--- src/rtl/ccu_pkg.sv ---
package ccu_pkg;
  typedef enum logic [2:0] {
    OM_SWBIT   = 3'd0,
    OM_SET     = 3'd1,
    OM_TGL_CLR = 3'd2,
    OM_SET_CLR = 3'd3,
    OM_TGL     = 3'd4,
    OM_CLR     = 3'd5,
    OM_TGL_SET = 3'd6,
    OM_CLR_SET = 3'd7
  } outmode_e;

  typedef enum logic [1:0] {
    EDGE_NONE = 2'd0,
    EDGE_RISE = 2'd1,
    EDGE_FALL = 2'd2,
    EDGE_ANY  = 2'd3
  } edge_e;

  typedef enum logic [1:0] {
    SRC_A  = 2'd0,
    SRC_B  = 2'd1,
    SRC_LO = 2'd2,
    SRC_HI = 2'd3
  } src_e;

  localparam int unsigned SYNC_STAGES = 2;
endpackage

--- src/rtl/ccu_cap_path.sv ---
module ccu_cap_path
  import ccu_pkg::*;
#(
  parameter int unsigned STAGES = SYNC_STAGES
) (
  input  logic       clk,
  input  logic       rst_n,
  input  logic       cap_en,
  input  logic       tick,
  input  logic       in_a,
  input  logic       in_b,
  input  logic [1:0] src_sel,
  input  logic [1:0] edge_sel,
  input  logic       sync_en,
  output logic       level,
  output logic       fire
);
  logic              src_lvl;
  logic [STAGES-1:0] sync_q;
  logic              prev_q;
  logic              pend_q, pend_d;
  logic              rise, fall, edge_hit, trig;

  always_comb begin
    unique case (src_e'(src_sel))
      SRC_A:   src_lvl = in_a;
      SRC_B:   src_lvl = in_b;
      SRC_LO:  src_lvl = 1'b0;
      default: src_lvl = 1'b1;
    endcase
  end

  assign level = sync_q[STAGES-1];
  assign rise  = level & ~prev_q;
  assign fall  = ~level & prev_q;

  always_comb begin
    unique case (edge_e'(edge_sel))
      EDGE_NONE: edge_hit = 1'b0;
      EDGE_RISE: edge_hit = rise;
      EDGE_FALL: edge_hit = fall;
      default:   edge_hit = rise | fall;
    endcase
  end

  assign trig   = cap_en & (edge_hit | pend_q);
  assign fire   = sync_en ? (trig & tick) : (cap_en & edge_hit);
  assign pend_d = cap_en & sync_en & trig & ~tick;

  always_ff @(posedge clk or negedge rst_n) begin
    if (!rst_n) begin
      sync_q <= '0;
      prev_q <= 1'b0;
      pend_q <= 1'b0;
    end else begin
      sync_q <= {sync_q[STAGES-2:0], src_lvl};
      prev_q <= level;
      pend_q <= pend_d;
    end
  end

  // an edge held for a synchronized capture is not lost while ticks are absent
  a_r10_pend_kept: assert property (@(posedge clk) disable iff (!rst_n)
    (cap_en && sync_en && pend_q && !tick) |=> (pend_q || !cap_en || !sync_en));
endmodule

--- src/rtl/ccu_cmp_path.sv ---
module ccu_cmp_path #(
  parameter int unsigned CNT_W = 16
) (
  input  logic             clk,
  input  logic             rst_n,
  input  logic             cmp_en,
  input  logic             tick,
  input  logic [CNT_W-1:0] count,
  input  logic [CNT_W-1:0] ref_val,
  input  logic             level,
  output logic             eq_evt,
  output logic             sampled
);
  logic samp_q, samp_d;

  assign eq_evt  = cmp_en & tick & (count == ref_val);
  assign samp_d  = eq_evt ? level : samp_q;
  assign sampled = samp_q;

  always_ff @(posedge clk or negedge rst_n) begin
    if (!rst_n) samp_q <= 1'b0;
    else        samp_q <= samp_d;
  end

  // the sampled level only moves at an equality event
  a_r12_sample_hold: assert property (@(posedge clk) disable iff (!rst_n)
    !eq_evt |=> $stable(sampled));
endmodule

--- src/rtl/ccu_out_unit.sv ---
module ccu_out_unit
  import ccu_pkg::*;
(
  input  logic       clk,
  input  logic       rst_n,
  input  logic [2:0] mode,
  input  logic       sw_bit,
  input  logic       own_evt,
  input  logic       bnd_evt,
  output logic       out
);
  logic out_q, out_d;

  always_comb begin
    out_d = out_q;
    unique case (outmode_e'(mode))
      OM_SWBIT:   out_d = sw_bit;
      OM_SET:     if (own_evt) out_d = 1'b1;
      OM_TGL_CLR: if (bnd_evt) out_d = 1'b0; else if (own_evt) out_d = ~out_q;
      OM_SET_CLR: if (bnd_evt) out_d = 1'b0; else if (own_evt) out_d = 1'b1;
      OM_TGL:     if (own_evt) out_d = ~out_q;
      OM_CLR:     if (own_evt) out_d = 1'b0;
      OM_TGL_SET: if (bnd_evt) out_d = 1'b1; else if (own_evt) out_d = ~out_q;
      default:    if (bnd_evt) out_d = 1'b1; else if (own_evt) out_d = 1'b0;
    endcase
  end

  always_ff @(posedge clk or negedge rst_n) begin
    if (!rst_n) out_q <= 1'b0;
    else        out_q <= out_d;
  end

  assign out = out_q;

  // mode 0 follows the software bit one edge later
  a_r3_sw_follow: assert property (@(posedge clk) disable iff (!rst_n)
    (mode == 3'd0) |=> (out == $past(sw_bit)));
  // no event, no change outside mode 0
  a_r4_hold_idle: assert property (@(posedge clk) disable iff (!rst_n)
    (mode != 3'd0 && !own_evt && !bnd_evt) |=> $stable(out));
  // boundary clears in modes 2 and 3
  a_r5_bnd_clears: assert property (@(posedge clk) disable iff (!rst_n)
    (bnd_evt && (mode == 3'd2 || mode == 3'd3)) |=> !out);
  // boundary sets in modes 6 and 7
  a_r6_bnd_sets: assert property (@(posedge clk) disable iff (!rst_n)
    (bnd_evt && (mode == 3'd6 || mode == 3'd7)) |=> out);
endmodule

--- src/rtl/ccu_channel.sv ---
module ccu_channel
  import ccu_pkg::*;
#(
  parameter int unsigned CNT_W    = 16,
  parameter bit          IS_CHAN0 = 1'b0
) (
  input  logic             clk,
  input  logic             rst_n,
  input  logic             tick,
  input  logic [CNT_W-1:0] count,
  input  logic             bnd_evt_in,
  input  logic             cap_mode,
  input  logic [1:0]       edge_sel,
  input  logic [1:0]       src_sel,
  input  logic             sync_en,
  input  logic             in_a,
  input  logic             in_b,
  input  logic [2:0]       out_mode,
  input  logic             out_bit,
  input  logic             irq_en,
  input  logic             ref_wr,
  input  logic [CNT_W-1:0] ref_wdata,
  input  logic             flag_clr,
  input  logic             ovf_clr,
  output logic [CNT_W-1:0] ref_q,
  output logic             ch_out,
  output logic             flag,
  output logic             ovf,
  output logic             irq,
  output logic             cci_level,
  output logic             cci_sampled,
  output logic             eq_evt
);
  logic [CNT_W-1:0] ref_r, ref_d;
  logic             flag_r, flag_d;
  logic             ovf_r, ovf_d;
  logic             cap_fire, own_eq, bnd_evt;

  ccu_cap_path #(.STAGES(SYNC_STAGES)) u_cap (
    .clk      (clk),
    .rst_n    (rst_n),
    .cap_en   (cap_mode),
    .tick     (tick),
    .in_a     (in_a),
    .in_b     (in_b),
    .src_sel  (src_sel),
    .edge_sel (edge_sel),
    .sync_en  (sync_en),
    .level    (cci_level),
    .fire     (cap_fire)
  );

  ccu_cmp_path #(.CNT_W(CNT_W)) u_cmp (
    .clk     (clk),
    .rst_n   (rst_n),
    .cmp_en  (~cap_mode),
    .tick    (tick),
    .count   (count),
    .ref_val (ref_r),
    .level   (cci_level),
    .eq_evt  (own_eq),
    .sampled (cci_sampled)
  );

  generate
    if (IS_CHAN0) begin : g_self_bnd
      logic unused_bnd;
      assign unused_bnd = bnd_evt_in;
      assign bnd_evt    = own_eq;
    end else begin : g_ext_bnd
      assign bnd_evt = bnd_evt_in;
    end
  endgenerate

  ccu_out_unit u_out (
    .clk     (clk),
    .rst_n   (rst_n),
    .mode    (out_mode),
    .sw_bit  (out_bit),
    .own_evt (own_eq),
    .bnd_evt (bnd_evt),
    .out     (ch_out)
  );

  always_comb begin
    ref_d  = ref_r;
    if (cap_fire)    ref_d = count;
    else if (ref_wr) ref_d = ref_wdata;

    flag_d = flag_r;
    if (cap_fire || own_eq) flag_d = 1'b1;
    else if (flag_clr)      flag_d = 1'b0;

    ovf_d  = ovf_r;
    if (cap_fire && flag_r) ovf_d = 1'b1;
    else if (ovf_clr)       ovf_d = 1'b0;
  end

  always_ff @(posedge clk or negedge rst_n) begin
    if (!rst_n) begin
      ref_r  <= '0;
      flag_r <= 1'b0;
      ovf_r  <= 1'b0;
    end else begin
      ref_r  <= ref_d;
      flag_r <= flag_d;
      ovf_r  <= ovf_d;
    end
  end

  assign ref_q  = ref_r;
  assign flag   = flag_r;
  assign ovf    = ovf_r;
  assign irq    = flag_r & irq_en;
  assign eq_evt = own_eq;

  // an equality event always leaves the flag set
  a_r2_flag_on_match: assert property (@(posedge clk) disable iff (!rst_n)
    eq_evt |=> flag);
  // overflow only rises over an already-set flag
  a_r11_ovf_needs_flag: assert property (@(posedge clk) disable iff (!rst_n)
    (ovf && !$past(ovf)) |-> $past(flag));
  // in compare mode the reference changes only by a write
  a_r8_ref_hold_cmp: assert property (@(posedge clk) disable iff (!rst_n)
    (!cap_mode && !ref_wr) |=> $stable(ref_q));
  // interrupt never asserted without its enable
  a_r2_irq_gated: assert property (@(posedge clk) disable iff (!rst_n)
    !irq_en |-> !irq);
endmodule

--- config.mk ---
export PLATFORM = sky130hd
export DESIGN_NAME = ccu_channel
export DESIGN_NICKNAME = d
export VERILOG_FILES = /design/src/rtl/ccu_pkg.sv /design/src/rtl/ccu_cap_path.sv /design/src/rtl/ccu_cmp_path.sv /design/src/rtl/ccu_out_unit.sv /design/src/rtl/ccu_channel.sv
export SDC_FILE = /design/constraint.sdc
export NUM_CORES = 1
export LEC_CHECK = 0
export ABC_AREA = 1
export BUFFER_PORTS_ARGS = -buffer_cell sky130_fd_sc_hd__buf_2
export CORE_ASPECT_RATIO = 1.75
export CORE_UTILIZATION = 51
export CTS_CLUSTER_SIZE = 30
export DETAILED_ROUTE_END_ITERATION = 10
export PLACE_DENSITY = 0.86
export SLEW_MARGIN = 20
export SYNTH_ARGS = -nofsm -noshare
export SYNTH_HDL_FRONTEND = slang
export SYNTH_SLANG_ARGS = --single-unit
--- constraint.sdc ---
create_clock -name clk -period 3.3 [get_ports clk]
set_input_delay 0.165 -clock clk [delete_from_list [all_inputs] [get_ports clk]]
set_output_delay 0.165 -clock clk [all_outputs]
set_load 0.005 [all_outputs]
==> out/metrics.csv <==
stage,metric,value,unit
critical_path,"Slowest-stage cell, CP",dfrtp_1,
cts,CTS tree,built,
drt,Routed WL per cell,11.2,µm
global_routing,vias in the first global route,1723,
cts,post-CTS setup buffers,0,
finish,diode count,0,
synthesis,Mapped Cells,259,
finish,Area Growth Syn to Fin,25.6,%
sta,worst clock skew,0.00220,ns
placed_design,final RePlAce weighted congestion,0.806,
critical_path,CP required,3.47,ns
floorplanning,Die ar.,0.00357,mm²
synthesis,Syn Area/Cell,6.56,µm²
cts,hold buffers post-CTS,1,
drt,total detailed-routing wirelength,4.14,mm
critical_path,Setup crit start kind,flip-flop,
critical_path,critical path peak fanout,33,
drt,Antenna Nets Post-Route,0,
drt,DR top layer,met4,
synthesis,Yosys reg bits,24,
drt,drt drc,0,
drt,WL met3,168,µm
sta,unrepaired setup endpoints after global routing,false,
floorplanning,initial core utilization,54.0,%
critical_path,CP cell instances,inv_1 -> ha_1 -> nand2_1 -> nand3_2 -> nand2_2 -> nand3b_4 -> nand2_4 -> nand2_1 -> nand2_1 -> nand2_1,
sta,endpoints failing setup,0,
drt,Routed met2 length,2.30,mm
sta,fmax,505,MHz
critical_path,kind of critical path,flip-flop to flip-flop,
synthesis,Syn Nets,315,
cts,clock buffer count from CTS,3,
placed_design,Cells after DPL,366,
finish,Non-Filler Instances,371,
cts,"Clk Latency, worst-skew pair",0.27,ns
finish,"commonest non-fill, non-tap cells in the layout","nand2_1 (107), buf_2 (74), inv_1 (38)",
sta,Tmin final,1.98,ns
synthesis,proportion of synthesized chip area in sequential cells,35.4,%
power_and_ir_drop,Pleak,1.35,nW
finish,nets,385,
sta,worst setup margin,1.32,ns
status,status,finished clean,
global_routing,first-pass GRT wire length,7.00,mm
worst_hold_path,HP Class,input port to flip-flop,
cts,clock sinks,24,
synthesis,Synth Warn #,0,
global_routing,total track usage,25.8,%
placed_design,port bufs,74,
sta,Final Cycle Share,60.0,%
cts,clock buffer depth,2,
floorplanning,Core Area,0.00314,mm²
critical_path,crit end category,flip-flop,
synthesis,post-synth cell types,25,
sta,worst-margin pin slew,0.541,ns
drt,number of DRC markers in iteration 0,29,
power_and_ir_drop,maximum vdd drop,0.000296,V
flow_run,Max Cap Violations,0,
cts,post-CTS resize count,0,
critical_path,"delay-heaviest family, CP",simple AND/OR/NAND/NOR gates,
critical_path,slowest cell delay on critical path,0.41,ns
cts,clk root buf,clkbuf_8,
finish,"most common cell after layout, fill and taps aside",nand2_1,
critical_path,Reg2Reg Setup Slack,1.32,ns
sta,setup TNS,0,ns
finish,layout cell share with drive strength beyond 1,26.8,%
drt,Via density,4.91,
finish,fillers,299,
power_and_ir_drop,pwr/cell area,374,mW/mm²
global_routing,initial antenna violation count,0,
critical_path,"Top cell by count, worst path",nand2_1,
global_routing,grt ovf,0,
placed_design,pre-CTS WS,1.32,ns
sta,Max-slew headroom,63.9,%
critical_path,arrival time worst endpoint,2.14,ns
floorplanning,Die H,78.3,µm
drt,DRT met1 WL,1.63,mm
cts,"Reg clk slew, reported paths",0.09,ns
global_routing,largest net degree at the start of global routing,34,
floorplanning,Ports,75,
drt,DRT Pass-1 Iters,4,
placed_design,HPWL Detailed,3.14,mm
synthesis,Post-Syn Area,0.00170,mm²
sta,Final Hold Viols,0,
floorplanning,Die X,45.6,µm
drt,via count,1821,
floorplanning,Core Rows,27,
cts,depth of the CTS H-tree,1,
critical_path,Worst Path Buf+Inv,1,
sta,max-slew violations,0,
-- path summary, 6_finish.rpt --
check | start | endpoint | depth (start not counted)
max in group asynchronous | rst_n | u_cap.sync_q[1]$_DFF_PN0_ | 2
worst min register to register | u_cap.sync_q[0]$_DFF_PN0_ | u_cap.sync_q[1]$_DFF_PN0_ | 0
worst min-delay path | src_sel[0] | u_cap.sync_q[0]$_DFF_PN0_ | 2
worst max register to register | u_cap.sync_q[1]$_DFF_PN0_ | ref_q[3]$_DFFE_PN0P_ | 10
min in group asynchronous | rst_n | ref_q[3]$_DFFE_PN0P_ | 2
worst max-delay path | u_cap.sync_q[1]$_DFF_PN0_ | ref_q[3]$_DFFE_PN0P_ | 10
-- report_power, final --
part / switching [W] / internal (W) / leakage (nW)
registers: 0.0000358 / 0.000330 / 0.290
logic: 0.000123 / 0.000105 / 1.03
clock network: 0.0000961 / 0.000107 / 0.0288
-- sequential cells by signal, indices dropped and copies added, names as in the netlist --
name	cells
flag	1
ovf	1
ref_q	16
u_cap.pend_q	1
u_cap.prev_q	1
u_cap.sync_q	2
u_cmp.sampled	1
u_out.out	1
-- per-stage QoR --
| stage | utilization (%) | hold slack, ns | instance area, µm² | power [W] |
|---|---|---|---|---|
| 3_5_place_dp | 65.8 | 0.187 | 2070 | 0.000600 |
| 2_1_floorplan | - | -0.131 | 1700 | 0.000500 |
| 3_3_place_gp | 65.8 | 0.181 | 2070 | 0.000593 |
| 4_1_cts | 67.9 | 0.0723 | 2130 | 0.000806 |
| 6_report | 67.9 | 0.0766 | 2130 | 0.000797 |
| 5_1_grt | 67.9 | 0.0878 | 2130 | 0.000852 |
-- cell families (layout without fill, tap and decap cells) --
kind of cell / count (synthesis) / after routing / share of synthesized area [%]
flops: 24 / 24 / 35.4
fa+ha+maj: 4 / 4 / 2.95
xor+xnor: 3 / 3 / 1.55
buf+inv: 49 / 118 / 11.8
compound gates: 10 / 10 / 3.24
simple gates: 169 / 169 / 45.1
-- metal layers --
metal | global-route usage (%) | vias to the layer above
li1 | - | 943
met1 | 29.2 | 817
met2 | 47.3 | 57
met3 | 2.99 | 4
met4 | 7.58 | 0
met5 | 0 | -
-- worst register-to-register path, cell delays in order (launching register included) --
cell	delay, ns
dfrtp_1	0.41
inv_1	0.07
ha_1	0.28
nand2_1	0.08
nand3_2	0.10
nand2_2	0.09
nand3b_4	0.32
nand2_4	0.33
nand2_1	0.10
nand2_1	0.07
nand2_1	0.04
-- synthesized netlist by cell type --
| master | instances | area [µm²] |
|---|---|---|
| ha_1 | 4 | 50.1 |
| o21ai_0 | 5 | 25.0 |
| a21oi_1 | 4 | 20.0 |
| inv_2 | 1 | 3.75 |
| inv_1 | 38 | 143 |
| nor2_2 | 1 | 6.26 |
| xor2_1 | 2 | 17.5 |
| nor3_1 | 1 | 5.00 |
| or2_2 | 2 | 12.5 |
| clkbuf_1 | 2 | 7.51 |
| nand3b_1 | 1 | 7.51 |
| nand3_4 | 1 | 17.5 |
| o211a_1 | 1 | 10.0 |
| nand2_2 | 1 | 6.26 |
| dfrtp_1 | 24 | 601 |
| nand3_1 | 19 | 95.1 |
| buf_2 | 7 | 35.0 |
| nand2_1 | 107 | 402 |
| nand3b_4 | 1 | 20.0 |
| nor2_1 | 15 | 56.3 |
| buf_6 | 1 | 11.3 |
| xnor2_1 | 1 | 8.76 |
| nand2_4 | 1 | 11.3 |
| nand3_2 | 2 | 20.0 |
| nand4_1 | 17 | 106 |
-- cell type report --
cell class / count / area [µm²] / area share, %
inverter: 39 / 146 / 6.86
multi-input combinational: 186 / 897 / 42.1
tap: 43 / 53.8 / 2.52
clock buffer: 4 / 55.1 / 2.58
timing repair buffer: 75 / 380 / 17.8
sequential: 24 / 601 / 28.2
(Power assumes the default switching activity.)
